`src/rtl/lcd_ctrl_pkg.sv`:
```
// Package: shared types and constants for the character LCD controller.
// Assumes an 8-bit display bus and a fixed four-step power-up program.
package lcd_ctrl_pkg;

    localparam int BUS_W    = 8;
    localparam int INIT_LEN = 4;
    localparam int INIT_IW  = $clog2(INIT_LEN);

    typedef enum logic [2:0] {
        ST_LOAD, ST_IDLE, ST_SETUP, ST_PULSE, ST_HOLD, ST_WAIT
    } seq_state_t;

    typedef enum logic [1:0] {
        CMD_CHAR = 2'b00, CMD_CLEAR = 2'b01, CMD_BACK = 2'b10, CMD_HOME = 2'b11
    } user_cmd_t;

    // One display write: register select, bus byte and long-wait flag.
    typedef struct packed {
        logic             rs;
        logic [BUS_W-1:0] db;
        logic             long_wait;
    } lcd_word_t;

    // Power-up program step: mode, display on, entry mode, then clear.
    function automatic lcd_word_t init_word(input logic [INIT_IW-1:0] idx);
        lcd_word_t w;
        w.rs = 1'b0;
        w.long_wait = 1'b0;
        case (idx)
            2'd0:    w.db = 8'h30;
            2'd1:    w.db = 8'h0C;
            2'd2:    w.db = 8'h06;
            default: begin w.db = 8'h01; w.long_wait = 1'b1; end
        endcase
        return w;
    endfunction

endpackage

```
`src/rtl/lcd_req_arbiter.sv`:
```
// Module: user-side handshake. It detects a fresh strobe on a tick while
// the sequencer is idle and produces ready. Assumes strobe is stable
// around tick edges (synchronised upstream if asynchronous).
module lcd_req_arbiter (
    input  logic clk,
    input  logic rst_n,
    input  logic tick,
    input  logic strobe,
    input  logic idle,
    output logic accept,
    output logic ready
);
    logic armed;

    assign accept = tick && idle && armed && strobe;
    assign ready  = idle && armed;

    // Arm on a low strobe; disarm on accept or a high strobe while busy.
    always_ff @(posedge clk) begin
        if (!rst_n) begin
            armed <= 1'b0;
        end else if (tick) begin
            if (!strobe)
                armed <= 1'b1;
            else if (!idle || accept)
                armed <= 1'b0;
        end
    end

    AST_READY_DROPS: assert property (@(posedge clk) disable iff (!rst_n)
        accept |=> !ready);
    AST_NO_REARM: assert property (@(posedge clk) disable iff (!rst_n)
        (tick && strobe && !idle) |=> !ready);

endmodule

```
`src/rtl/lcd_instr_decode.sv`:
```
// Module: maps a user command and character to a display write.
// Pure combinational; assumes the command encoding in lcd_ctrl_pkg.
module lcd_instr_decode
    import lcd_ctrl_pkg::*;
(
    input  logic [1:0]       cmd,
    input  logic [BUS_W-1:0] char_in,
    output lcd_word_t        word
);
    // Select RS level, bus byte and wait class per command.
    always_comb begin
        word.rs        = 1'b0;
        word.db        = 8'h00;
        word.long_wait = 1'b0;
        case (user_cmd_t'(cmd))
            CMD_CHAR:  begin word.rs = 1'b1; word.db = char_in; end
            CMD_CLEAR: begin word.db = 8'h01; word.long_wait = 1'b1; end
            CMD_BACK:  begin word.db = 8'h10; end
            default:   begin word.db = 8'h02; word.long_wait = 1'b1; end
        endcase
    end

endmodule

```
`src/rtl/lcd_wait_timer.sv`:
```
// Module: execution wait counter in ticks. Loaded at the hold step with
// the short or long count minus one; done when it reaches zero.
module lcd_wait_timer #(
    parameter int SHORT_WAIT = 4,
    parameter int LONG_WAIT  = 160
) (
    input  logic clk,
    input  logic rst_n,
    input  logic start,
    input  logic run,
    input  logic long_sel,
    output logic done
);
    localparam int CNT_W = $clog2(LONG_WAIT);
    localparam logic [CNT_W-1:0] SHORT_LD = CNT_W'(SHORT_WAIT - 1);
    localparam logic [CNT_W-1:0] LONG_LD  = CNT_W'(LONG_WAIT - 1);

    logic [CNT_W-1:0] cnt;

    assign done = (cnt == '0);

    // Load on start, count down on each running tick.
    always_ff @(posedge clk) begin
        if (!rst_n)
            cnt <= '0;
        else if (start)
            cnt <= long_sel ? LONG_LD : SHORT_LD;
        else if (run && !done)
            cnt <= cnt - 1'b1;
    end

    AST_CNT_BOUND: assert property (@(posedge clk) disable iff (!rst_n)
        cnt <= LONG_LD);

endmodule

```
`src/rtl/lcd_handshake_ctrl.sv`:
```
// Module: top of the character LCD controller. Runs the power-up program,
// then serves one user request per handshake. Each write is SETUP (bus
// valid, E low), PULSE (E high), HOLD (E low), then WAIT. All steps
// advance on tick only.
module lcd_handshake_ctrl
    import lcd_ctrl_pkg::*;
#(
    parameter int SHORT_WAIT = 4,
    parameter int LONG_WAIT  = 160
) (
    input  logic             clk,
    input  logic             rst_n,
    input  logic             tick,
    input  logic             strobe,
    input  logic [1:0]       cmd,
    input  logic [BUS_W-1:0] char_in,
    output logic             ready,
    output logic             lcd_rs,
    output logic             lcd_e,
    output logic             lcd_rw,
    output logic [BUS_W-1:0] lcd_db
);
    localparam logic [INIT_IW-1:0] INIT_LAST = INIT_IW'(INIT_LEN - 1);

    seq_state_t         state;
    logic [INIT_IW-1:0] init_idx;
    logic               in_init;
    logic               long_q;
    logic               accept;
    logic               wait_done;
    lcd_word_t          user_word;
    lcd_word_t          boot_word;

    assign lcd_rw    = 1'b0;
    assign boot_word = init_word(init_idx);

    lcd_req_arbiter u_arb (
        .clk    (clk),
        .rst_n  (rst_n),
        .tick   (tick),
        .strobe (strobe),
        .idle   (state == ST_IDLE),
        .accept (accept),
        .ready  (ready)
    );

    lcd_instr_decode u_dec (
        .cmd     (cmd),
        .char_in (char_in),
        .word    (user_word)
    );

    lcd_wait_timer #(.SHORT_WAIT(SHORT_WAIT), .LONG_WAIT(LONG_WAIT)) u_tmr (
        .clk      (clk),
        .rst_n    (rst_n),
        .start    (tick && state == ST_HOLD),
        .run      (tick && state == ST_WAIT),
        .long_sel (long_q),
        .done     (wait_done)
    );

    // Write sequencer: owns the state, the bus registers and the E flop.
    always_ff @(posedge clk) begin
        if (!rst_n) begin
            state    <= ST_LOAD;
            init_idx <= '0;
            in_init  <= 1'b1;
            lcd_rs   <= 1'b0;
            lcd_db   <= '0;
            long_q   <= 1'b0;
            lcd_e    <= 1'b0;
        end else if (tick) begin
            case (state)
                ST_LOAD: begin
                    lcd_rs <= boot_word.rs;
                    lcd_db <= boot_word.db;
                    long_q <= boot_word.long_wait;
                    state  <= ST_SETUP;
                end
                ST_IDLE: begin
                    if (accept) begin
                        lcd_rs <= user_word.rs;
                        lcd_db <= user_word.db;
                        long_q <= user_word.long_wait;
                        state  <= ST_SETUP;
                    end
                end
                ST_SETUP: begin
                    lcd_e <= 1'b1;
                    state <= ST_PULSE;
                end
                ST_PULSE: begin
                    lcd_e <= 1'b0;
                    state <= ST_HOLD;
                end
                ST_HOLD: state <= ST_WAIT;
                ST_WAIT: begin
                    if (wait_done) begin
                        if (in_init && init_idx != INIT_LAST) begin
                            init_idx <= init_idx + 1'b1;
                            state    <= ST_LOAD;
                        end else begin
                            in_init <= 1'b0;
                            state   <= ST_IDLE;
                        end
                    end
                end
                default: state <= ST_IDLE;
            endcase
        end
    end

    AST_E_ONE_TICK: assert property (@(posedge clk) disable iff (!rst_n)
        (lcd_e && tick) |=> !lcd_e);
    AST_RS_SETTLED: assert property (@(posedge clk) disable iff (!rst_n)
        !$stable(lcd_rs) |-> (!lcd_e && !$past(lcd_e)));
    AST_DB_HELD: assert property (@(posedge clk) disable iff (!rst_n)
        lcd_e |-> $stable(lcd_db));
    AST_READY_QUIET: assert property (@(posedge clk) disable iff (!rst_n)
        ready |-> !lcd_e);

endmodule

```
`config.mk`:
```
export PLATFORM = sky130hd
export DESIGN_NAME = lcd_handshake_ctrl
export DESIGN_NICKNAME = d
export VERILOG_FILES = /design/src/rtl/lcd_ctrl_pkg.sv /design/src/rtl/lcd_req_arbiter.sv /design/src/rtl/lcd_instr_decode.sv /design/src/rtl/lcd_wait_timer.sv /design/src/rtl/lcd_handshake_ctrl.sv
export SDC_FILE = /design/constraint.sdc
export NUM_CORES = 1
export LEC_CHECK = 0
export ABC_AREA = 1
export BUFFER_PORTS_ARGS = -buffer_cell sky130_fd_sc_hd__buf_2
export CAP_MARGIN = 20
export CORE_ASPECT_RATIO = 1.1
export CORE_MARGIN = 3
export CORE_UTILIZATION = 55
export DETAILED_ROUTE_END_ITERATION = 10
export GPL_TIMING_DRIVEN = 0
export HOLD_SLACK_MARGIN = 0.03
export PLACE_DENSITY = 0.86
export SYNTH_ARGS = -nofsm -noshare
export SYNTH_HDL_FRONTEND = slang
export SYNTH_SLANG_ARGS = --single-unit
```
`constraint.sdc`:
```
create_clock -name clk -period 1.8 [get_ports clk]
set_clock_uncertainty 0.15 [all_clocks]
set_input_delay 0.27 -clock clk [delete_from_list [all_inputs] [get_ports clk]]
set_output_delay 0.27 -clock clk [all_outputs]
set_load 0.05 [all_outputs]
```
== Yosys cells after proc, flatten, opt, wreduce, memory -nomap -nowiden ==
Cells that the tools add are included.
W data, S select, Z words.
Word-level totals
  register bits after elaboration: 26
  logic and storage cells: 72
Cells by class
  add/subtract/negate cells: 2
  reductions and logical operators: 26
  equal/unequal tests: 13
  muxes and demuxes: 21
  bitwise operators: 1
Operators by type and width (number)
  $mux W8: 4
  $pmux W8 S3: 1
  $pmux W3 S6: 1
  $pmux W6 S3: 1
  $pmux W8 S2: 1
  $logic_and A1 B1 Y1: 8
  $logic_not A8 Y1: 1
  $mux W1: 8
  $reduce_and A4 Y1: 2
  $sub A8 B1 Y8 const B: 1
  $eq A3 B2 Y1 const B: 2
  $eq A3 B3 Y1 const B: 2
  $mux W3: 2
  $pmux W1 S2: 3
  $reduce_and A3 Y1: 2
  $reduce_bool A2 Y1: 3
  $eq A2 B1 Y1 const B: 2
  $eq A2 B2 Y1 const B: 2
  $logic_not A2 Y1: 2
  $ne A2 B1 Y1 const B: 2
  $ne A2 B2 Y1 const B: 2
  $reduce_and A2 Y1: 2
  $eq A3 B1 Y1 const B: 1
  $logic_not A3 Y1: 1
  other kinds (6): 7

== Depth between registers and ports, before layout ==
  word-level depth: 7
  mapped depth: 9
  gate-level depth less buffers: 9

== Modules after synthesis ==
A second synthesis with hierarchy kept.
Unflattened totals
  cell total of the unflattened synthesis: 238
  area total of the unflattened synthesis: 1641.6 sq um
Modules (own cells, without submodules)
  lcd_handshake_ctrl: cells an instance 120, instances 1, area each 922.1 sq um
  lcd_wait_timer: cells an instance 85, instances 1, area each 529.3 sq um
  lcd_instr_decode: cells an instance 25, instances 1, area each 141.4 sq um
  lcd_req_arbiter: cells an instance 8, instances 1, area each 48.8 sq um

== Worst setup path before layout ==
No wires, ideal clock.
  kind: reg-to-output
  start: reg state[2]
  end: out ready
  cell stages (with the launch flop): 5
  slack: -0.039 ns
  data required time: 1.380 ns
  data arrival time: 1.419 ns
  path buffers: 1
  cells stage by stage: dfxtp_1 > nor2_4 > nand2_2 > buf_4 > nor2_1
Between the ends
  word-level cells in the longest chain between the ends: 2
Ends and longest elaborated chain
  from (decl): RTL line lcd_handshake_ctrl.sv:25  | seq_state_t state;
  from (signal assigned): RTL line lcd_handshake_ctrl.sv:65  | state <= ST_LOAD;
  from (signal assigned): RTL line lcd_handshake_ctrl.sv:78  | state <= ST_SETUP;
  from (signal assigned): RTL line lcd_handshake_ctrl.sv:85  | state <= ST_SETUP;
  $eq A3 B1 Y1: RTL line lcd_handshake_ctrl.sv:42  | .idle (state == ST_IDLE),
  $logic_and A1 B1 Y1: RTL line lcd_req_arbiter.sv:16  | assign ready = idle && armed;
  to (decl): RTL line lcd_handshake_ctrl.sv:17  | output logic ready,
Every way passes these cells.

== Worst setup path in the final report ==
  start: reg state[1]
  end: out ready
The elaborated chain is that of the path after synthesis.

==> results.cfg <==
[grt]
grt_pass1_vias = 1327
gr-total-overflow = 0
antenna_found_initial = 0
grt_max_degree = 14
grt_pass1_wl_mm = 5.46
grt_use_total = 0.195

[clock_tree]
cts_tree = yes
clock_insertion_delay_worst_skew_ns = 0.33
cts_root_buffer = clkbuf_4
clk_path_buf_depth = 2
cts_inserted_buffers = 3
cts.sinks = 26
h-tree-depth = 1
clk_pin_slew_ns = 0.14

[synth]
yosys.area_share.simple = 0.363
seq_area_frac_synth = 0.337
synth-xor-area-share = 0.00567
yosysTopAreaCellShare = 0.337
synth_fa_ha_area_frac = 0.0648
syn-num-nets = 260
synth_top_family_by_area = simple AND/OR/NAND/NOR gates
synth_area_mm2 = 0.00154
synth_compound_area_frac = 0.132
ys_top_cells_by_area = dfxtp_1 (34%), nand2_1 (15%), nor2_1 (11%), inv_1 (7.1%), ha_1 (6.5%)
ys_seq_elements = 26
ys_types = 27
syn_inst = 238
synthMuxAreaShare = 0
syn_area_per_cell_um2 = 6.49
synth_top_area_cell = dfxtp_1
ys_warn_count = 0

[cells_and_area]
multiInputGateArea_um2 = 885
nFillCells = 230
nets = 292
layout-drive-gt1-share = 0.190
antenna_cells = 0
layout_common_cells = nand2_1 (60), nor2_1 (44), inv_1 (29), dfxtp_1 (24), buf_2 (22)
final_common_cell = nand2_1
synthToLayoutAreaGrowth_pct = 15.4
fin_area_mm2 = 0.00178
seqCellArea_um2 = 528

[drt]
drtIter0Drc = 39
drt-pass1-iter-count = 4
vias = 1505
wl_met2_mm = 1.57
top_layer = met4
vias_per_cell = 5.03
met1Wirelength_mm = 1.51
wire_per_inst_um = 10.9
drt-total-wl_mm = 3.26
route.detailed.drc = 0
drtAntennaViolNets = 0
wl_met3_um = 132

[worst_setup_path]
worstSetupPathType = reg2out
critical_path.endpoint_type = primary output
critPathArrivalTime_ns = 1.31
path_max_fanout = 4
start_kind = flip-flop
critPathRequiredTime_ns = 1.38

[floorplanning]
core_mm2 = 0.00259
die_w_um = 56.5
dieArea_mm2 = 0.00348
num_rows = 19
die_y_um = 61.6
start_util = 0.596
pin_count = 26

[sta]
drv_slew = 0
timing.final.crit_share = 0.959
min_period_ns = 1.73
hold_viol = 0
rsz0062_at_grt = false
max_freq_mhz = 579
tns_ns = 0
worst_slack_ns = 0.0742
setup_violations = 0

[power]
power_density_mw_per_mm2 = 732
leakagePower_uw = 0.000927
p_total_uw = 1310
vdd_drop_max_v = 0.000557

[placement]
dpl.hpwl_mm = 2.43
placed_cell_area_mm2 = 0.00170
port-buffer-count = 23
place_congestion = 0.890
pre_cts_ws_ns = 0.230

[hold_path]
holdCritPathClass = in2reg

[status]
outcome = finished, final reports clean

[run]
max-cap-violations = 0
## worst max-delay path, stage by stage (launching register included)
cell	delay [ns]
dfxtp_4	0.39
nor2_4	0.12
nand2_2	0.08
buf_8	0.13
nor2_2	0.08
buf_6	0.16
## logic make-up after synthesis
kind of cell / Yosys count
other: 1
xor gates and xnor gates: 1
buffers and inverters: 36
DFF: 26
AOI/OAI and AO/OA: 37
adders and majority gates: 8
and+or+nand+nor: 129
## flip-flops by register name (all words and copies together) (netlist names)
register	flops
lcd_e	1
u_arb.armed	1
u_tmr.cnt	8
lcd_rs	1
init_idx	2
state	3
long_q	1
in_init	1
lcd_db	8
## cells in the mapped netlist, drive strengths merged
library cell  number
a21oi             14
buf                3
clkbuf             2
conb               1
dfxtp             26
ha                 8
inv               31
nand2             64
nand3             10
nand3b             1
nand4              2
nor2              51
nor3               1
o21a               1
o21ai             20
o21bai             1
o31ai              1
xor2               1
## per-layer routing
metal  GRT usage  vias to the layer above
met5           0                        -
li1            -                      801
met2       0.361                       32
met3      0.0231                        5
met4      0.0678                        0
met1       0.236                      667
## stage by stage
step                      std cells  utilization  hold WS [ns]
after floorplan                 238            -         0.210
final                           299        0.688        0.0341
after global placement          292        0.656         0.294
after CTS                       297        0.677        0.0336
after global routing            299        0.688        0.0437
after detailed placement        292        0.656         0.305
## where the power goes
group	switching (uW)	internal, uW	total [uW]	leakage (uW)
Clock	177	78.8	255	0.0000138
Combinational	268	133	400	0.000700
Sequential	33.5	616	649	0.000214
## path summary, 6_finish.rpt
path / to / slack, ns / from / depth (start not counted)
setup / recovery: ready / 0.07 / state[1] / 5
hold / removal: lcd_db[6] / 0.03 / char_in[6] / 3
setup reg to reg: u_tmr.cnt[6] / 0.21 / state[1] / 9
hold reg to reg: lcd_db[6] / 0.32 / lcd_db[6] / 2
## final cells by class
type / instances / share of cell area
Clock buffer: 3 / 0.0126
Timing Repair Buffer: 27 / 0.0864
Buffer: 5 / 0.0211
Tap cell: 31 / 0.0218
Multi-Input combinational cell: 176 / 0.496
Sequential cell: 26 / 0.296
Inverter: 31 / 0.0653
## timing repair
action                                 CTS  global route
gates resized for setup                  6             3
buffers inserted                         1             2
pin swaps                                1             0
hold buffers                             1             0
endpoints found under the hold margin    1             0
setup endpoints to repair                1             1
Power figures use the tool's default switching activity.
